### src/rtl/spi_baud_pkg.sv
package spi_baud_pkg;
  localparam int DIV_W   = 2;
  localparam int BRG_W   = 6;
  localparam int BRG_MIN = 4;
  localparam int PRE_W   = (1 << DIV_W);

  typedef struct packed {
    logic [DIV_W-1:0] div;
    logic [BRG_W-1:0] brg;
    logic             pol;
  } baud_cfg_t;

  function automatic logic [PRE_W-1:0] pre_last(input logic [DIV_W-1:0] d);
    int unsigned v;
    v = (32'd2 << d) - 32'd1;
    return v[PRE_W-1:0];
  endfunction
endpackage

### src/rtl/spi_baud_prescale.sv
module spi_baud_prescale
  import spi_baud_pkg::*;
#(
  parameter int DW = DIV_W,
  parameter int PW = PRE_W
) (
  input  logic          clk,
  input  logic          rst,
  input  logic          run,
  input  logic [DW-1:0] div,
  output logic          tick
);
  logic [PW-1:0] cnt;
  logic [PW-1:0] last;

  assign last = pre_last(div);
  assign tick = run && (cnt == last);

  always_ff @(posedge clk) begin
    if (rst || !run) begin
      cnt <= '0;
    end else if (cnt == last) begin
      cnt <= '0;
    end else begin
      cnt <= cnt + 1'b1;
    end
  end

  assert_pre_bound_R1: assert property (@(posedge clk) disable iff (rst)
    cnt <= last);
endmodule

### src/rtl/spi_baud_halfdiv.sv
module spi_baud_halfdiv #(
  parameter int BW = 6
) (
  input  logic          clk,
  input  logic          rst,
  input  logic          run,
  input  logic          tick,
  input  logic [BW-1:0] brg,
  input  logic          pol_now,
  input  logic          pol_cfg,
  output logic          sclk,
  output logic          lead,
  output logic          trail
);
  logic [BW-1:0] hcnt;
  logic          flip;

  assign flip = tick && (hcnt == brg);

  always_ff @(posedge clk) begin
    if (rst) begin
      hcnt  <= '0;
      sclk  <= 1'b0;
      lead  <= 1'b0;
      trail <= 1'b0;
    end else if (!run) begin
      hcnt  <= '0;
      sclk  <= pol_now;
      lead  <= 1'b0;
      trail <= 1'b0;
    end else begin
      lead  <= flip && (sclk == pol_cfg);
      trail <= flip && (sclk != pol_cfg);
      if (flip) begin
        hcnt <= '0;
        sclk <= ~sclk;
      end else if (tick) begin
        hcnt <= hcnt + 1'b1;
      end
    end
  end

  assert_half_bound_R1: assert property (@(posedge clk) disable iff (rst)
    hcnt <= brg);
  assert_strobe_excl_R7: assert property (@(posedge clk) disable iff (rst)
    $onehot0({lead, trail}));
  assert_strobe_edge_R7: assert property (@(posedge clk) disable iff (rst)
    (lead || trail) |-> !$stable(sclk));
  assert_idle_level_R5: assert property (@(posedge clk) disable iff (rst)
    !run |=> (sclk == $past(pol_now)) && !lead && !trail);
endmodule

### src/rtl/spi_baud_gen.sv
module spi_baud_gen
  import spi_baud_pkg::*;
#(
  parameter int DW   = DIV_W,
  parameter int BW   = BRG_W,
  parameter int BMIN = BRG_MIN
) (
  input  logic          clk,
  input  logic          rst,
  input  logic          en_i,
  input  logic [DW-1:0] div_sel_i,
  input  logic [BW-1:0] brg_i,
  input  logic          idle_pol_i,
  output logic          sclk_o,
  output logic          lead_o,
  output logic          trail_o,
  output logic          brg_bad_o
);
  localparam logic [BW-1:0] BRG_FLOOR = BW'(BMIN);
  localparam int            PW        = 1 << DW;

  logic [DW-1:0] cfg_div;
  logic [BW-1:0] cfg_brg;
  logic          cfg_pol;
  logic          low_brg;
  logic          tick;

  assign low_brg = (brg_i < BRG_FLOOR);

  always_ff @(posedge clk) begin
    if (rst) begin
      cfg_div   <= '0;
      cfg_brg   <= BRG_FLOOR;
      cfg_pol   <= 1'b0;
      brg_bad_o <= 1'b0;
    end else begin
      brg_bad_o <= low_brg;
      if (!en_i) begin
        cfg_div <= div_sel_i;
        cfg_brg <= low_brg ? BRG_FLOOR : brg_i;
        cfg_pol <= idle_pol_i;
      end
    end
  end

  spi_baud_prescale #(.DW(DW), .PW(PW)) u_pre (
    .clk (clk),
    .rst (rst),
    .run (en_i),
    .div (cfg_div),
    .tick(tick)
  );

  spi_baud_halfdiv #(.BW(BW)) u_half (
    .clk    (clk),
    .rst    (rst),
    .run    (en_i),
    .tick   (tick),
    .brg    (cfg_brg),
    .pol_now(idle_pol_i),
    .pol_cfg(cfg_pol),
    .sclk   (sclk_o),
    .lead   (lead_o),
    .trail  (trail_o)
  );

  assert_brg_floor_R2: assert property (@(posedge clk) disable iff (rst)
    cfg_brg >= BRG_FLOOR);
  assert_flag_R3: assert property (@(posedge clk) disable iff (rst)
    !$past(rst) |-> (brg_bad_o == ($past(brg_i) < BRG_FLOOR)));
  assert_cfg_hold_R8: assert property (@(posedge clk) disable iff (rst)
    (!$past(rst) && $past(en_i)) |-> ($stable(cfg_brg) && $stable(cfg_div) && $stable(cfg_pol)));
endmodule

### config.mk
export PLATFORM = sky130hd
export DESIGN_NAME = spi_baud_gen
export DESIGN_NICKNAME = d
export VERILOG_FILES = /design/src/rtl/spi_baud_pkg.sv /design/src/rtl/spi_baud_prescale.sv /design/src/rtl/spi_baud_halfdiv.sv /design/src/rtl/spi_baud_gen.sv
export SDC_FILE = /design/constraint.sdc
export NUM_CORES = 1
export LEC_CHECK = 0
export ABC_AREA = 0
export CELL_PAD_IN_SITES_DETAIL_PLACEMENT = 2
export CELL_PAD_IN_SITES_GLOBAL_PLACEMENT = 2
export CORE_MARGIN = 2
export CORE_UTILIZATION = 32
export CTS_CLUSTER_SIZE = 30
export DETAILED_ROUTE_END_ITERATION = 10
export PLACE_DENSITY_LB_ADDON = 0.1
export SYNTH_ARGS = -nofsm -noshare
export SYNTH_HDL_FRONTEND = slang
export SYNTH_SLANG_ARGS = --single-unit
### constraint.sdc
create_clock -name clk -period 2.5 [get_ports clk]
set_input_delay 0.375 -clock clk [delete_from_list [all_inputs] [get_ports clk]]
set_output_delay 0.375 -clock clk [all_outputs]
set_load 0.05 [all_outputs]
==> impl_metrics.sql, run 1 <==
INSERT INTO impl_metrics (metric_group, metric, value, unit) VALUES
('route', 'wire_per_inst', '14.0', 'microns'),
('global_route', 'grt_overflow_total', '0', ''),
('route', 'remaining_drc_errors', '0', ''),
('worst_setup_path', 'crit-reg2reg-launch', 'cfg_div[0]$_SDFFE_PP0N_', ''),
('sta', 'fin_skew', '0.00279', 'ns'),
('synth', 'synthDistinctLibCells', '26', ''),
('run_status', 'run_status', 'finished, final reports clean', ''),
('final_layout', 'stdcell_area', '0.00126', 'sq mm'),
('place', 'placedInstanceArea', '0.00124', 'sq mm'),
('worst_setup_path', 'r2r_setup_slack', '0.54', 'ns'),
('final_layout', 'syn_to_final_growth', '22.9', '%'),
('worst_setup_path', 'setup.worst_path.class', 'reg2reg', ''),
('hold_path', 'holdPathEnd', 'u_pre.cnt[0]$_SDFF_PP0_', ''),
('die', 'floorplan.core_area', '0.00305', 'sq mm'),
('global_route', 'antenna_found_initial', '0', ''),
('die', 'initial_utilization', '33.7', '%'),
('sta', 'timing.slew.headroom', '67.1', '%'),
('sta', 'max_slew.worst_pin.slew', '0.492', 'ns'),
('synth', 'synthXorXnorAreaFrac', '13.6', '%'),
('synth', 'dominantRegCellSynth', 'sky130_fd_sc_hd__dfxtp_1', ''),
('synth', 'synth_simple_gate_area_share', '18.0', '%'),
('place', 'place.gp.congestion', '0.806', ''),
('worst_setup_path', 'critPathArrivalTime', '2.21', 'ns'),
('global_route', 'maximum_number_of_pins_on_one_net_before_global_route_repair', '13', ''),
('sta', 'setup_repair_after_global_routing_missed_its_margin', 'false', ''),
('sta', 'fin_crit', '1.96', 'ns'),
('sta', 'whs', '0.510', 'ns'),
('synth', 'synth-seq-cells', '23', ''),
('hold_path', 'hold_path_depth', '1', ''),
('synth', 'synth.top_cell.area_share', '44.8', '%'),
('synth', 'synth_adder_area_share', '2.43', '%'),
('worst_setup_path', 'cp_slowest_stage_delay', '0.52', 'ns'),
('sta', 'post-route-period-util', '78.3', '%'),
('route', 'initialDrtViolationCount', '16', ''),
('worst_setup_path', 'cp-start-kind', 'flip-flop', ''),
('final_layout', 'most_frequent_standard_cell_in_the_layout_excluding_fill_and_tap_cells', 'sky130_fd_sc_hd__dfxtp_1', ''),
('sta', 'hold_violations_final', '0', ''),
('synth', 'postSynthAreaPerCell', '9.70', 'sq um'),
('place', 'numPortBuffers', '15', ''),
('sta', 'timing_max_transition_violations_final', '0', ''),
('synth', 'count_of_mapped_cells_out_of_synthesis', '106', ''),
('synth', 'synth_edf_count', '0', ''),
('synth', 'yosys-mux-area-fraction', '5.84', '%'),
('clock_tree', 'clkLatencyLatePin', '0.31', 'ns'),
('final_layout', 'count_of_inserted_antenna_diode_cells', '0', ''),
('synth', 'dominant_combinational_cell_family_by_area_after_synthesis', 'simple AND/OR/NAND/NOR gates', ''),
('route', 'dr_total_vias', '793', ''),
('worst_setup_path', 'r2r.worst_path.cells', '5', ''),
('clock_tree', 'ctsLongestPathBuffers', '2', ''),
('sta', 'setup_tns', '0', 'ns'),
('final_layout', 'finish.net_count', '140', ''),
('clock_tree', 'cts.sinks', '23', ''),
('clock_tree', 'hold_bufs_inserted_after_cts', '0', ''),
('global_route', 'grt_util_all_layers', '15.2', '%'),
('worst_setup_path', 'crit_chain', 'xor2_1, or4_4, a21o_1, or4_4, a21oi_2', ''),
('power_and_ir_drop', 'p_leak', '0.445', 'nW'),
('worst_setup_path', 'crit_family', 'simple AND/OR/NAND/NOR gates', ''),
('synth', 'synth_async_sr_flop_share', '0', '%'),
('synth', 'mappedNetlistNets', '120', ''),
('route', 'postRouteAntennaNets', '0', ''),
('synth', 'synth_compound_gate_area_share', '12.0', '%'),
('final_layout', 'fillCellCount', '363', ''),
('die', 'die_width', '60.7', 'microns'),
('worst_setup_path', 'worst_path_buf_inv', '0', ''),
('final_layout', 'post_route_cells_drive_above_1_share', '8.80', '%'),
('power_and_ir_drop', 'irDropWorstVdd', '0.173', 'mV'),
('final_layout', 'multiInputGateArea', '534', 'sq um'),
('synth', 'synth_top_cell_by_area', 'sky130_fd_sc_hd__dfxtp_1', ''),
('final_layout', 'layout.cells.most_common_list', '23 x sky130_fd_sc_hd__dfxtp_1, 17 x sky130_fd_sc_hd__nor2_1, 15 x sky130_fd_sc_hd__clkdlybuf4s50_1', ''),
('worst_setup_path', 'cpMaxStageDelayCell', 'sky130_fd_sc_hd__or4_4', ''),
('route', 'drt-vias-per-instance', '4.69', '');
==> stage by stage <==
stage / std cells / power, mW / worst slack, ns / util, %
CTS: 169 / 0.668 / 0.527 / 41.4
finish: 169 / 0.655 / 0.543 / 41.4
global route: 169 / 0.697 / 0.436 / 41.4
detailed placement: 165 / 0.489 / 0.559 / 40.5
floorplan: 106 / 0.453 / 0.614 / -
global placement: 165 / 0.486 / 0.564 / 40.5
==> power by group <==
group	switching (mW)	internal (mW)
Combinational	0.0442	0.0454
Clock	0.114	0.0623
Sequential	0.0105	0.379
==> per-layer routing <==
metal	track usage, %	vias up	routed length (microns)
met5	0	-	0
met4	4.66	0	15
met3	3.20	2	91
met2	26.9	16	1130
met1	18.4	380	1130
li1	-	395	-
==> registers in the layout, indices dropped and copies added, names as in the netlist <==
name,flops
cfg_brg,6
u_half.hcnt,6
cfg_pol,1
u_half.sclk,1
cfg_div,2
u_pre.cnt,4
u_half.trail,1
brg_bad_o,1
u_half.lead,1
==> how the worst max path moves through the flow <==
stage | cells after the start | startpoint | slack [ns] | endpoint
after global placement | 5 | en_i | 0.56 | u_half.hcnt[5]$_SDFFE_PP0P_
after CTS | 5 | cfg_div[0]$_SDFFE_PP0N_ | 0.53 | u_half.hcnt[5]$_SDFFE_PP0P_
after floorplan | 6 | cfg_div[0]$_SDFFE_PP0N_ | 0.61 | u_half.hcnt[5]$_SDFFE_PP0P_
after detailed placement | 5 | en_i | 0.56 | u_half.hcnt[5]$_SDFFE_PP0P_
final | 5 | cfg_div[0]$_SDFFE_PP0N_ | 0.54 | u_half.hcnt[5]$_SDFFE_PP0P_
after global routing | 5 | u_pre.cnt[3]$_SDFF_PP0_ | 0.44 | u_half.hcnt[0]$_SDFFE_PP0P_
==> worst register-to-register path: stages, from the launching register on <==
cell and delay, ns:
sky130_fd_sc_hd__dfxtp_1 0.36, sky130_fd_sc_hd__xor2_1 0.16, sky130_fd_sc_hd__or4_4 0.48, sky130_fd_sc_hd__a21o_1 0.23
sky130_fd_sc_hd__or4_4 0.52, sky130_fd_sc_hd__a21oi_2 0.14
==> area by class of cell <==
type,count,share of cell area (%)
clock buffer,4,2.08
multi-input combinational,76,42.3
inverter,4,1.19
timing repair buffer,18,13.7
tap,44,4.36
sequential,23,36.4
==> synthesized netlist by cell type, drive strengths merged (2+ instances only) <==
library cell,instances
nor2,17
a21oi,5
dfxtp,23
nand4,2
inv,4
or4,2
a22o,2
nand2b,3
mux2i,6
a211oi,4
nand3,3
clkbuf,2
xnor2,14
ha,2
xor2,2
nand2,6
nor2b,2
==> kinds of logic after synthesis <==
logic type,count (synthesis)
adder cells (fa/ha/maj),2
AO/OA/AOI/OAI,14
AND/OR/NAND/NOR,38
flip-flops,23
buffers and inverters,7
multiplexers,6
XOR/XNOR,16
(Power assumes the default switching activity.)
==> inputs of run 2 (changes only) <==
--- a/config.mk
+++ b/config.mk
@@ -9,7 +9,7 @@
 export CELL_PAD_IN_SITES_DETAIL_PLACEMENT = 2
 export CELL_PAD_IN_SITES_GLOBAL_PLACEMENT = 2
 export CORE_MARGIN = 2
-export CORE_UTILIZATION = 32
+export CORE_UTILIZATION = 29
 export CTS_CLUSTER_SIZE = 30
 export DETAILED_ROUTE_END_ITERATION = 10
 export PLACE_DENSITY_LB_ADDON = 0.1
==> constraint.sdc (replaced) <==
create_clock -name clk -period 1.7 [get_ports clk]
set_input_delay 0.255 -clock clk [delete_from_list [all_inputs] [get_ports clk]]
set_output_delay 0.255 -clock clk [all_outputs]
set_load 0.05 [all_outputs]
==> run 2 against run 1 <==
Net effect:
- the flow now finishes with violations (setup timing)
- wire length rose by 13%
- sequential share of layout area fell by 3.3 points
- count of clock-buffer cells in the layout did not move
- global-route usage rose by 0.24 points
- utilization rose by 0.12 points
- critical path depth did not move
- sequential power rose by 47%
- final cell count rose by 8.9%
- clock power rose by 49%
- design area rose by 10%
- flip-flop and latch count did not move
- critical path type unchanged
- critical endpoint unchanged
- highest routed layer unchanged
==> impl_metrics.sql, run 2 (synthesized netlist as in run 1, its figures left out) <==
INSERT INTO impl_metrics (metric_group, metric, value, unit) VALUES
('global_route', 'antenna_found_initial', '0', ''),
('clock_tree', 'tritoncts_clock_tree', 'yes', ''),
('global_route', 'grt_util_met3', '3.93', '%'),
('power_and_ir_drop', 'p_leak', '0.520', 'nW'),
('final_layout', 'fillCellCount', '410', ''),
('die', 'floorplan.core_area', '0.00336', 'sq mm'),
('sta', 'fin_crit', '1.75', 'ns'),
('sta', 'timing.slew.headroom', '77.2', '%'),
('power_and_ir_drop', 'irDropWorstVdd', '0.313', 'mV'),
('worst_setup_path', 'cp_data_required_time', '1.97', 'ns'),
('global_route', 'gr_met2_demand_resource', '27.4', '%'),
('run_status', 'violated_checks', 'setup timing', ''),
('final_layout', 'largestRegisters', 'cfg_brg x6, u_half.hcnt x6, u_pre.cnt x4', ''),
('clock_tree', 'hold_bufs_inserted_after_cts', '0', ''),
('worst_setup_path', 'crit_chain', 'xor2_1, or4_4, a21o_1, or4_4, a21oi_2', ''),
('route', 'dr_total_vias', '848', ''),
('clock_tree', 'cts.sinks', '23', ''),
('place', 'placedInstanceArea', '0.00133', 'sq mm'),
('die', 'chipHeight', '63.6', 'microns'),
('global_route', 'maximum_number_of_pins_on_one_net_before_global_route_repair', '13', ''),
('final_layout', 'most_frequent_standard_cell_in_the_layout_excluding_fill_and_tap_cells', 'sky130_fd_sc_hd__dfxtp_1', ''),
('sta', 'fin_skew', '0.00952', 'ns'),
('worst_setup_path', 'worstPathMaxFanout', '3', ''),
('global_route', 'grtUsageMet1', '17.7', '%'),
('worst_setup_path', 'setup.worst_path.class', 'reg2reg', ''),
('run_status', 'run_status', 'complete, but fails checks', ''),
('sta', 'setup_repair_after_global_routing_missed_its_margin', 'true', ''),
('final_layout', 'post_route_cells_drive_above_1_share', '27.5', '%'),
('place', 'numPortBuffers', '15', ''),
('global_route', 'grt_util_all_layers', '15.4', '%'),
('sta', 'whs', '0.523', 'ns'),
('route', 'wire_per_inst', '14.6', 'microns'),
('die', 'initial_utilization', '30.6', '%'),
('sta', 'max_slew.worst_pin.slew', '0.339', 'ns'),
('final_layout', 'count_of_inserted_antenna_diode_cells', '0', ''),
('die', 'placementRows', '21', ''),
('sta', 'timing_max_transition_violations_final', '0', ''),
('global_route', 'grt_pass1_wl', '4660', 'microns'),
('sta', 'timing.fmax', '573', 'MHz'),
('clock_tree', 'ctsLongestPathBuffers', '2', ''),
('worst_setup_path', 'cp-start-kind', 'flip-flop', ''),
('route', 'initialDrtViolationCount', '22', ''),
('clock_tree', 'clkLatencyLatePin', '0.32', 'ns'),
('worst_setup_path', 'critPathArrivalTime', '2.02', 'ns'),
('route', 'drt_pass1_iterations', '4', ''),
('place', 'post-dp-hpwl', '2190', 'microns'),
('route', 'postRouteAntennaNets', '0', ''),
('clock_tree', 'cts-root-buf', 'sky130_fd_sc_hd__clkbuf_4', ''),
('final_layout', 'stdcell_area', '0.00140', 'sq mm'),
('place', 'place.gp.congestion', '0.760', ''),
('final_layout', 'syn_to_final_growth', '35.8', '%'),
('die', 'die_width', '63.6', 'microns'),
('place', 'place_worst_setup_slack', '-0.110', 'ns'),
('sta', 'endpoints_failing_setup', '8', ''),
('die', 'dieArea', '0.00404', 'sq mm'),
('worst_setup_path', 'critical_path_sink_type', 'flip-flop', ''),
('global_route', 'top_usage_layer', 'met2', ''),
('worst_setup_path', 'cp_slowest_stage_delay', '0.45', 'ns'),
('power_and_ir_drop', 'power.density', '705', 'mW/mm^2'),
('route', 'totalWireLength', '2680', 'microns'),
('sta', 'postLayoutSetupSlackWorst', '-0.0451', 'ns'),
('global_route', 'grt_overflow_total', '0', ''),
('die', 'ioPinCount', '16', ''),
('global_route', 'first_global_vias', '950', ''),
('route', 'drt-vias-per-instance', '4.61', ''),
('clock_tree', 'cts_max_level', '1', ''),
('route', 'remaining_drc_errors', '0', ''),
('worst_setup_path', 'cpMaxStageDelayCell', 'sky130_fd_sc_hd__or4_4', ''),
('sta', 'hold_violations_final', '0', ''),
('sta', 'setup_tns', '-0.227', 'ns'),
('sta', 'post-route-period-util', '103', '%'),
('clock_tree', 'clk_transition_reported_paths', '0.13', 'ns'),
('worst_setup_path', 'critical-path-top-cell-by-count', 'sky130_fd_sc_hd__or4_4', ''),
('final_layout', 'finish.net_count', '153', ''),
('final_layout', 'layout.cells.most_common_list', '21 x sky130_fd_sc_hd__dfxtp_1, 19 x sky130_fd_sc_hd__buf_4, 14 x sky130_fd_sc_hd__nor2_1', ''),
('clock_tree', 'cts_bufs_inserted', '3', ''),
('job', 'max_cap_viol_count', '0', ''),
('hold_path', 'hp_class', 'reg2reg', ''),
('power_and_ir_drop', 'finalPower', '0.984', 'mW');
## run 2: cell count changes in the layout (fill, tap and decap cells not counted), sizes merged
cell	delta
clkdlybuf4s50	-4
buf	+17
## run 2: cell type report
cell class / count / area (sq um) / area share (%)
Multi-Input combinational cell: 76 / 571 / 40.9
Sequential cell: 23 / 463 / 33.2
Timing Repair Buffer: 31 / 264 / 18.9
Tap cell: 46 / 57.6 / 4.12
Clock buffer: 4 / 26.3 / 1.88
Inverter: 4 / 15.0 / 1.08
## run 2: report_power, final
group / internal (mW) / leakage [nW] / total, mW / switching, mW
sequential: 0.557 / 0.189 / 0.572 / 0.0153
combinational: 0.0786 / 0.316 / 0.149 / 0.0704
clock: 0.0919 / 0.0150 / 0.263 / 0.171
## run 2: path summary, 6_finish.rpt
check	slack [ns]	end	start	cells past startpoint
worst max-delay path	-0.05	u_half.hcnt[5]$_SDFFE_PP0P_	cfg_div[0]$_SDFFE_PP0N_	5
worst min-delay path	0.52	cfg_brg[0]$_SDFFE_PP0N_	cfg_brg[0]$_SDFFE_PP0N_	1
worst max register to register	-0.05	u_half.hcnt[5]$_SDFFE_PP0P_	cfg_div[0]$_SDFFE_PP0N_	5
worst min register to register	0.52	cfg_brg[0]$_SDFFE_PP0N_	cfg_brg[0]$_SDFFE_PP0N_	1
## run 2: per-layer routing
metal | vias to the layer above | part of all wire (%)
met2 | 15 | 50
met4 | 0 | 1.7
met3 | 5 | 4.3
li1 | 425 | -
met5 | - | 0
met1 | 403 | 43
## run 2: stage by stage
| step | util (%) | instances |
|---|---|---|
| global route | 41.5 | 184 |
| finish | 41.5 | 184 |
| CTS | 40.8 | 184 |
| global placement | 39.6 | 179 |
| detailed placement | 39.6 | 179 |
| floorplan | - | 106 |
## run 2: critical path, delay by kind of cell, from the launching register on
family / cells / cell delay, ns
XOR/XNOR: 1 / 0.15
flip-flops: 1 / 0.35
AO/OA/AOI/OAI: 2 / 0.33
AND/OR/NAND/NOR: 2 / 0.87
## run 2: what timing repair did
action                                  4_1_cts  5_1_grt
setup buffers                                 1        0
resized for setup                             1        7
pin swaps                                     2        5
endpoints found under the setup margin        7        9
==> inputs of run 3 (changes only) <==
--- a/config.mk
+++ b/config.mk
@@ -6,6 +6,7 @@
 export NUM_CORES = 1
 export LEC_CHECK = 0
 export ABC_AREA = 0
+export ABC_CLOCK_PERIOD_IN_PS = 1700
 export CELL_PAD_IN_SITES_DETAIL_PLACEMENT = 2
 export CELL_PAD_IN_SITES_GLOBAL_PLACEMENT = 2
 export CORE_MARGIN = 2
==> results of run 3 <==
The final DEF is identical to that of run 2; final timing and power are the same.
